**config.mk**
```make
export PLATFORM = sky130hd
export DESIGN_NAME = mux_bus_seq
export DESIGN_NICKNAME = d
export VERILOG_FILES = /design/src/rtl/mbs_pkg.sv /design/src/rtl/mbs_tstate_fsm.sv /design/src/rtl/mbs_lane_plan.sv /design/src/rtl/mbs_status_enc.sv /design/src/rtl/mux_bus_seq.sv
export SDC_FILE = /design/constraint.sdc
export NUM_CORES = 1
export LEC_CHECK = 0
export CAP_MARGIN = 20
export CORE_ASPECT_RATIO = 0.9
export CORE_MARGIN = 2
export CORE_UTILIZATION = 31
export CTS_CLUSTER_SIZE = 20
export DETAILED_ROUTE_END_ITERATION = 8
export DONT_BUFFER_PORTS = 1
export MAX_ROUTING_LAYER = met4
export PLACE_DENSITY_LB_ADDON = 0.25
export SLEW_MARGIN = 20
export SYNTH_ARGS = -nofsm -noshare
export SYNTH_HDL_FRONTEND = slang
export SYNTH_SLANG_ARGS = --single-unit
```
**constraint.sdc**
```tcl
create_clock -name clk_i -period 2.5 [get_ports clk_i]
set_input_delay 0.5 -clock clk_i [delete_from_list [all_inputs] [get_ports clk_i]]
set_output_delay 0.5 -clock clk_i [all_outputs]
set_load 0.01 [all_outputs]
```
**src/rtl/mbs_pkg.sv**
```systemverilog
package mbs_pkg;
  localparam int BYTE_W = 8;
  localparam int DATA_W = 16;

  typedef enum logic [2:0] {
    TS_IDLE = 3'd0,
    TS_T1   = 3'd1,
    TS_T2   = 3'd2,
    TS_T3   = 3'd3,
    TS_TW   = 3'd4,
    TS_T4   = 3'd5
  } t_state_e;

  localparam logic [2:0] ST_IO_RD   = 3'b001;
  localparam logic [2:0] ST_IO_WR   = 3'b010;
  localparam logic [2:0] ST_MEM_RD  = 3'b101;
  localparam logic [2:0] ST_MEM_WR  = 3'b110;
  localparam logic [2:0] ST_PASSIVE = 3'b111;
endpackage

```
**src/rtl/mbs_tstate_fsm.sv**
```systemverilog
module mbs_tstate_fsm
  import mbs_pkg::*;
(
  input  logic     clk_i,
  input  logic     rst_ni,
  input  logic     start_i,
  input  logic     split_i,
  input  logic     ready_i,
  output t_state_e state_o,
  output logic     second_o,
  output logic     last_o
);
  t_state_e state_q, state_d;
  logic     second_q;
  logic     more;

  assign more = split_i && !second_q;

  always_comb begin
    state_d = state_q;
    unique case (state_q)
      TS_IDLE: if (start_i) state_d = TS_T1;
      TS_T1:   state_d = TS_T2;
      TS_T2:   state_d = TS_T3;
      TS_T3,
      TS_TW:   state_d = ready_i ? TS_T4 : TS_TW;
      TS_T4:   state_d = more ? TS_T1 : TS_IDLE;
      default: state_d = TS_IDLE;
    endcase
  end

  always_ff @(posedge clk_i or negedge rst_ni) begin
    if (!rst_ni) begin
      state_q  <= TS_IDLE;
      second_q <= 1'b0;
    end else begin
      state_q <= state_d;
      if (state_q == TS_T4) second_q <= more;
    end
  end

  assign state_o  = state_q;
  assign second_o = second_q;
  assign last_o   = (state_q == TS_T4) && !more;

  assert_t1_to_t2_R1: assert property (@(posedge clk_i) disable iff (!rst_ni)
    state_q == TS_T1 |=> state_q == TS_T2);
  assert_wait_on_low_ready_R5: assert property (@(posedge clk_i) disable iff (!rst_ni)
    (state_q == TS_T3 || state_q == TS_TW) && !ready_i |=> state_q == TS_TW);
  assert_t4_on_ready_R5: assert property (@(posedge clk_i) disable iff (!rst_ni)
    (state_q == TS_T3 || state_q == TS_TW) && ready_i |=> state_q == TS_T4);
  assert_split_second_cycle_R8: assert property (@(posedge clk_i) disable iff (!rst_ni)
    state_q == TS_T4 && split_i && !second_q |=> state_q == TS_T1 && second_q);
endmodule

```
**src/rtl/mbs_lane_plan.sv**
```systemverilog
module mbs_lane_plan
  import mbs_pkg::*;
#(
  parameter int ADDR_W = 20
) (
  input  logic [ADDR_W-1:0] addr_i,
  input  logic              word_i,
  input  logic              second_i,
  input  logic [DATA_W-1:0] wdata_i,
  input  logic [DATA_W-1:0] bus_rdata_i,
  output logic [ADDR_W-1:0] cyc_addr_o,
  output logic              bhe_n_o,
  output logic              split_o,
  output logic [DATA_W-1:0] bus_wdata_o,
  output logic [BYTE_W-1:0] rd_byte_o
);
  logic              aligned_word;
  logic [BYTE_W-1:0] wbyte;

  assign split_o      = word_i && addr_i[0];
  assign aligned_word = word_i && !addr_i[0];
  assign cyc_addr_o   = addr_i + ADDR_W'(second_i);
  // second half of a split carries the high byte
  assign wbyte        = second_i ? wdata_i[DATA_W-1:BYTE_W] : wdata_i[BYTE_W-1:0];

  always_comb begin
    if (aligned_word) begin
      bhe_n_o     = 1'b0;
      bus_wdata_o = wdata_i;
    end else begin
      bhe_n_o     = !cyc_addr_o[0];
      bus_wdata_o = {wbyte, wbyte};
    end
  end

  assign rd_byte_o = cyc_addr_o[0] ? bus_rdata_i[DATA_W-1:BYTE_W] : bus_rdata_i[BYTE_W-1:0];
endmodule

```
**src/rtl/mbs_status_enc.sv**
```systemverilog
module mbs_status_enc
  import mbs_pkg::*;
(
  input  t_state_e   state_i,
  input  logic       io_i,
  input  logic       write_i,
  output logic [2:0] status_o
);
  logic active;
  assign active = (state_i == TS_T1) || (state_i == TS_T2) ||
                  (state_i == TS_T3) || (state_i == TS_TW);

  always_comb begin
    if (!active)      status_o = ST_PASSIVE;
    else if (io_i)    status_o = write_i ? ST_IO_WR : ST_IO_RD;
    else              status_o = write_i ? ST_MEM_WR : ST_MEM_RD;
  end
endmodule

```
**src/rtl/mux_bus_seq.sv**
```systemverilog
module mux_bus_seq
  import mbs_pkg::*;
#(
  parameter int ADDR_W = 20
) (
  input  logic              clk_i,
  input  logic              rst_ni,
  input  logic              req_valid_i,
  input  logic [ADDR_W-1:0] req_addr_i,
  input  logic              req_io_i,
  input  logic              req_write_i,
  input  logic              req_word_i,
  input  logic [15:0]       req_wdata_i,
  input  logic              ready_i,
  input  logic [15:0]       bus_rdata_i,
  output logic [ADDR_W-1:0] ad_o,
  output logic              ale_o,
  output logic              bhe_no,
  output logic              rd_no,
  output logic              wr_no,
  output logic [2:0]        status_o,
  output logic [15:0]       rdata_o,
  output logic              done_o,
  output logic              busy_o
);
  localparam int PAD_W = ADDR_W - DATA_W;

  t_state_e          state;
  logic              second, last, split, accept, strobe_ph, capture, bhe_n;
  logic [ADDR_W-1:0] addr_q, cyc_addr;
  logic              io_q, wr_q, word_q;
  logic [DATA_W-1:0] wdata_q, bus_wdata, rdata_q;
  logic [BYTE_W-1:0] rd_byte;

  assign accept = req_valid_i && (state == TS_IDLE);

  always_ff @(posedge clk_i or negedge rst_ni) begin
    if (!rst_ni) begin
      addr_q  <= '0;
      io_q    <= 1'b0;
      wr_q    <= 1'b0;
      word_q  <= 1'b0;
      wdata_q <= '0;
    end else if (accept) begin
      addr_q  <= req_addr_i;
      io_q    <= req_io_i;
      wr_q    <= req_write_i;
      word_q  <= req_word_i;
      wdata_q <= req_wdata_i;
    end
  end

  mbs_tstate_fsm i_fsm (
    .clk_i, .rst_ni, .start_i(accept), .split_i(split), .ready_i,
    .state_o(state), .second_o(second), .last_o(last)
  );

  mbs_lane_plan #(.ADDR_W(ADDR_W)) i_lanes (
    .addr_i(addr_q), .word_i(word_q), .second_i(second), .wdata_i(wdata_q),
    .bus_rdata_i, .cyc_addr_o(cyc_addr), .bhe_n_o(bhe_n), .split_o(split),
    .bus_wdata_o(bus_wdata), .rd_byte_o(rd_byte)
  );

  mbs_status_enc i_status (
    .state_i(state), .io_i(io_q), .write_i(wr_q), .status_o
  );

  assign strobe_ph = (state == TS_T2) || (state == TS_T3) || (state == TS_TW);
  assign capture   = ((state == TS_T3) || (state == TS_TW)) && ready_i && !wr_q;

  always_ff @(posedge clk_i or negedge rst_ni) begin
    if (!rst_ni)             rdata_q <= '0;
    else if (capture) begin
      if (!word_q)           rdata_q <= {8'h00, rd_byte};
      else if (!split)       rdata_q <= bus_rdata_i;
      else if (!second)      rdata_q[7:0]  <= rd_byte;
      else                   rdata_q[15:8] <= rd_byte;
    end
  end

  always_comb begin
    if (state == TS_T1)             ad_o = cyc_addr;
    else if (strobe_ph && wr_q)     ad_o = {{PAD_W{1'b0}}, bus_wdata};
    else                            ad_o = '0;
  end

  assign ale_o   = (state == TS_T1);
  assign bhe_no  = (state == TS_IDLE) ? 1'b1 : bhe_n;
  assign rd_no   = !(strobe_ph && !wr_q);
  assign wr_no   = !(strobe_ph && wr_q);
  assign rdata_o = rdata_q;
  assign done_o  = last;
  assign busy_o  = (state != TS_IDLE);

  assert_strobes_exclusive_R3: assert property (@(posedge clk_i) disable iff (!rst_ni)
    !(!rd_no && !wr_no));
  assert_ale_no_strobe_R2: assert property (@(posedge clk_i) disable iff (!rst_ni)
    ale_o |-> rd_no && wr_no);
  assert_done_passive_R7: assert property (@(posedge clk_i) disable iff (!rst_ni)
    done_o |-> status_o == ST_PASSIVE && rd_no && wr_no);
  assert_done_single_R8: assert property (@(posedge clk_i) disable iff (!rst_ni)
    done_o |=> !done_o);
  assert_idle_bhe_high_R6: assert property (@(posedge clk_i) disable iff (!rst_ni)
    !busy_o |-> bhe_no && status_o == ST_PASSIVE);
  assert_busy_ignores_req_R10: assert property (@(posedge clk_i) disable iff (!rst_ni)
    busy_o && !done_o |=> busy_o);
endmodule

```
-- After elaboration in Yosys (flattened, before gate mapping)
Index checks and enable logic that the tools add are counted.
- bits in registers: 59
- input port bits: 59
- output and inout port bits: 45
- word-level logic and storage cells: 64
- $add $sub $neg: 1
- equal/unequal tests: 8
- multiplexer cells: 19
- reductions and logical operators: 27
- operators with widths (kind ; number):
    $mux W16 ; 4
    $mux W8 ; 4
    $add A20 B1 Y20 ; 1
    $mux W20 ; 1
    $pmux W3 S5 ; 1
    $logic_and A1 B1 Y1 ; 9
    $mux W3 ; 3
    $logic_not A1 Y1 ; 7
    $eq A3 B2 Y1 const B ; 2
    $eq A3 B3 Y1 const B ; 2
    $logic_or A1 B1 Y1 ; 6
    $ne A3 B3 Y1 const B ; 2
    $mux W1 ; 4
    $mux W2 ; 2
    $reduce_and A2 Y1 ; 2
    $eq A3 B1 Y1 const B ; 1
    $logic_not A3 Y1 ; 1
    $reduce_bool A3 Y1 ; 1
    $ne A2 B2 Y1 const B ; 1
    $reduce_or A2 Y1 ; 1

-- Depth between registers and ports, before layout
- depth in word-level cells: 6
- depth in mapped cells: 7
- depth with buffers taken out: 6

-- By module
Synthesis repeated with hierarchy kept, for this count alone.
- cell total of the unflattened synthesis: 293
- area total of the unflattened synthesis: 3485.8 um^2
- by module, submodules not included (module ; times used ; cells each ; area an instance (um^2) ; seq. area each (um^2)):
    mux_bus_seq ; 1 ; 186 ; 2523.7 ; 1376.3
    mbs_lane_plan ; 1 ; 81 ; 706.9 ; 0.0
    mbs_tstate_fsm ; 1 ; 21 ; 221.5 ; 100.1
    mbs_status_enc ; 1 ; 5 ; 33.8 ; 0.0

-- Least setup slack after synthesis
OpenSTA, ideal clock, no wires.
- path type: register to output
- start: reg addr_q[0]
- end: out ad_o[16]
- arrival: 1.776 ns
- data required time: 2.000 ns
- setup slack: 0.224 ns
- cell stages (with the launch flop): 7
- path buffers: 0
- cells stage by stage: dfrtp_1 > ha_1 > ha_1 > nand3_1 > or4_1 > o21ai_1 > a21oi_1
- word-level cells in the longest chain between the ends: 2
- ends and longest elaborated chain (element ; line ; source):
    from (decl) ; mux_bus_seq.sv:30 ; logic [ADDR_W-1:0] addr_q, cyc_addr;
    from (signal assigned) ; mux_bus_seq.sv:45 ; addr_q <= req_addr_i;
    $add A20 B1 Y20 ; mbs_lane_plan.sv:22 ; assign cyc_addr_o = addr_i + ADDR_W'(second_i);
    $mux W20 ; mux_bus_seq.sv:82 ; if (state == TS_T1) ad_o = cyc_addr;
    to (decl) ; mux_bus_seq.sv:16 ; output logic [ADDR_W-1:0] ad_o,
No other way between the ends.

-- Final worst setup path
- start: reg i_fsm.second_q, in the netlist i_fsm.second_o
- end: out ad_o[10]
- word-level cells in the longest chain between the ends: 4
- elaborated cells on any way between the ends: 5
- those cells by class: 1 x add/sub; 4 x mux
- ends and longest elaborated chain (element ; line ; source):
    from (decl) ; mbs_tstate_fsm.sv:14 ; logic second_q;
    from (signal assigned) ; mbs_tstate_fsm.sv:38 ; if (state_q == TS_T4) second_q <= more;
    branches (longest 3 deep; another with $add A20 B1 Y20) ; - ;
    $mux W20 (*) ; mux_bus_seq.sv:82 ;
Every way passes the cells marked *.

==> impl_metrics.csv <==
group,metric,value,unit
outcome,status,"finished clean",
detailed_routing,wirelength,9.125,mm
synthesis,netlist_instances,310,
sta,fmax,0.4104,GHz
detailed_routing,drtIter0Drc,110,
detailed_routing,avgRoutedWirePerCell,19.13,um
sta,slew_viol_final,0,
critical_path,cp_cell_sequence,"ha_4, ha_4, nand3_4, buf_6, nor3_4, xnor2_1, o22ai_1, buf_4",
detailed_routing,antenna_left,0,
clock_tree,cts_tree,"done",
synthesis,synth_cell_type_count,47,
sta,hold_viol,0,
sta,slew_headroom,62.65,%
critical_path,crit_path_start_kind,"flop",
critical_path,crit_fanout,4,
floorplanning,die_h,104.0,um
cells_and_area,drive_gt1_share,35.76,%
sta,min_period_over_period,97.47,%
min_path,hold_class,"input pin to async pin",
cells_and_area,multi_input_area,1922,um^2
critical_path,worstPathArrival,1.94,ns
floorplanning,coreArea,10810,um^2
global_routing,grt_max_degree,60,
cells_and_area,final_area,4203,um^2
clock_tree,clock_sinks,59,
synthesis,synth-seq-cells,59,
clock_tree,cts-htree-levels,3,
cells_and_area,final_common_cell,"dfrtp_1",
global_routing,grt_overflow,0,
floorplanning,die_w,115.1,um
synthesis,synth_top_family_by_area,"multiplexers",
floorplanning,fp-row-count,36,
global_routing,grt_pass1_wl,14.36,mm
sta,tightestPinTransition,0.5544,ns
detailed_routing,drc,0,
synthesis,synth.area.mux_share,24.60,%
power,power_density,1466,nW/um^2
critical_path,crit_type,"flop to primary output",
cells_and_area,most-common-layout-cells,"dfrtp_1, nand2_1, buf_4, mux2_4, o21ai_0",
sta,rsz0062_at_grt,"true",
place,finalWeightedCongestion,0.7846,
critical_path,max_stage_delay,0.40,ns
global_routing,antenna_found_initial,0,
floorplanning,dieArea,11970,um^2
sta,worst_clock_skew,0.008733,ns
synthesis,yosys.area_share.simple,14.57,%
cells_and_area,syn2layout_area_growth,22.06,%
critical_path,crit_path_end_kind,"primary output",
critical_path,worst-endpoint-required,2.00,ns
place,place_area,3689,um^2
sta,setup_violations,0,
clock_tree,numCtsBuffers,9,
place,place_hpwl,6.671,mm
global_routing,grt_pass1_vias,2663,
floorplanning,ios,104,
critical_path,crit_family,"flip-flops",
clock_tree,cts_buffer_depth,2,
sta,min_period,2.437,ns
place,numPortBuffers,0,
run,max_cap_viol_count,0,
synthesis,yosysSeqAreaShare,42.88,%
synthesis,synthesis.area,3443,um^2
cells_and_area,final_net_count,402,
synthesis,yosys.area_share.adder,0.7267,%
synthesis,synth_ff_type,"dfrtp_1",
synthesis,syn_nets,371,
synthesis,yosysWarnings,0,
clock_tree,path_clk_slew,0.05,ns
cells_and_area,regArea,1480,um^2
detailed_routing,first_pass_iters,4,
critical_path,r2r_setup_slack,0.67,ns
synthesis,syn_area_per_cell,11.11,um^2
cells_and_area,n_antenna_cell,0,
synthesis,synth_edf_count,0,
clock_tree,clockRootBuffer,"clkbuf_16",
global_routing,grt_usage,16.07,%
power,peakVddDrop,0.6552,mV
cells_and_area,fillers,1064,
synthesis,synth_compound_area_share,8.794,%
floorplanning,start_util,31.85,%
synthesis,synth_xor_area_share,3.815,%
critical_path,worst_path_most_repeated_cell,"ha_4",
detailed_routing,dr_total_vias,2449,
critical_path,path_buf_inv,2,
clock_tree,clock_latency,0.33,ns
synthesis,postSynth.asyncResetShare,100.0,%
power,finalPower,6.163,mW
detailed_routing,avgViaCountPerCell,5.134,
power,p_leak,1.872,nW
critical_path,slowest_stage,"dfrtp_1",
[sequential cells by signal (all words and copies together), names as in the netlist]
register,count
wdata_q,16
i_fsm.state_o,3
word_q,1
wr_q,1
i_fsm.second_o,1
rdata_o,16
io_q,1
addr_q,20
[path summary, 6_finish.rpt]
check                                             start                     end  cells past startpoint
setup / recovery             i_fsm.second_o$_DFFE_PN0N_                ad_o[10]                      8
hold / removal                                   rst_ni  rdata_o[3]$_DFFE_PN0P_                      1
min in group clk_i                       req_addr_i[17]  addr_q[17]$_DFFE_PN0P_                      2
hold reg to reg                        io_q$_DFFE_PN0P_        io_q$_DFFE_PN0P_                      1
setup reg to reg           i_fsm.state_o[1]$_DFFE_PN0P_      word_q$_DFFE_PN0P_                      4
max in group asynchronous                        rst_ni   addr_q[5]$_DFFE_PN0P_                      1
[kinds of logic after synthesis]
logic type | after synthesis
buffers and inverters | 23
AO/OA/AOI/OAI | 53
multiplexers | 68
flip-flops | 59
adder cells (fa/ha/maj) | 2
AND/OR/NAND/NOR | 90
XOR/XNOR | 15
[synthesized netlist by cell type (all sizes together), types with 3 or more instances]
| library cell | instances | area [um^2] |
|---|---|---|
| dfrtp | 59 | 1476 |
| mux2 | 43 | 596.8 |
| nand2 | 41 | 153.9 |
| o21ai | 29 | 145.1 |
| mux2i | 25 | 250.2 |
| o22ai | 15 | 93.84 |
| buf | 12 | 117.6 |
| xnor2 | 11 | 96.34 |
| nor2 | 9 | 52.56 |
| inv | 8 | 30.03 |
| nand3 | 6 | 30.03 |
| nand4 | 6 | 52.55 |
| nand2b | 5 | 31.28 |
| nor3 | 5 | 25.02 |
| xor2 | 4 | 35.03 |
| a21oi | 3 | 15.01 |
| clkbuf | 3 | 11.26 |
| nor2b | 3 | 18.77 |
| nor4 | 3 | 33.78 |
[area by class of cell]
type | count | area share [%]
sequential | 59 | 35.22
timing repair buffer | 35 | 7.205
tap | 133 | 3.960
multi-input combinational | 228 | 45.73
clock inverter | 2 | 0.8336
clock buffer | 12 | 6.341
inverter | 8 | 0.7145
[power breakdown]
part	internal [mW]	switching [mW]	total (mW)
clock	0.838	0.409	1.25
sequential	1.44	0.621	2.06
combinational	1.48	1.38	2.86
[metrics by stage]
stage	std cells	hold slack, ns	utilization (%)	setup WS, ns	setup TNS [ns]
6_report	477	0.04078	38.88	0.06333	0
5_1_grt	477	0.05548	38.88	-0.02209	-0.04280
4_1_cts	471	0.05628	37.79	0.004359	0
3_5_place_dp	454	0.2068	34.12	0.1860	0
3_3_place_gp	454	0.2072	34.12	0.2295	0
2_1_floorplan	310	0.2044	-	0.2240	0
[routing by layer]
layer | vias up | routed length, um | part of all wire, % | GRT usage, %
met1 | 1185 | 3970 | 44 | 19.88
met5 | - | 0 | 0 | -
met3 | 11 | 837 | 9.2 | 7.051
li1 | 1167 | - | - | -
met2 | 86 | 4209 | 46 | 24.24
met4 | 0 | 108 | 1.2 | 3.701
[repair_timing]
| item | 4_1_cts | 5_1_grt |
|---|---|---|
| resized for setup | 13 | 14 |
| gates cloned | 0 | 0 |
| setup buffers | 2 | 6 |
| endpoints found under the setup margin | 9 | 18 |
| pin swaps | 3 | 5 |
| endpoints found under the hold margin | 59 | 0 |
| hold buffers | 1 | 0 |
Note: power is estimated with default switching activity, not from simulation.
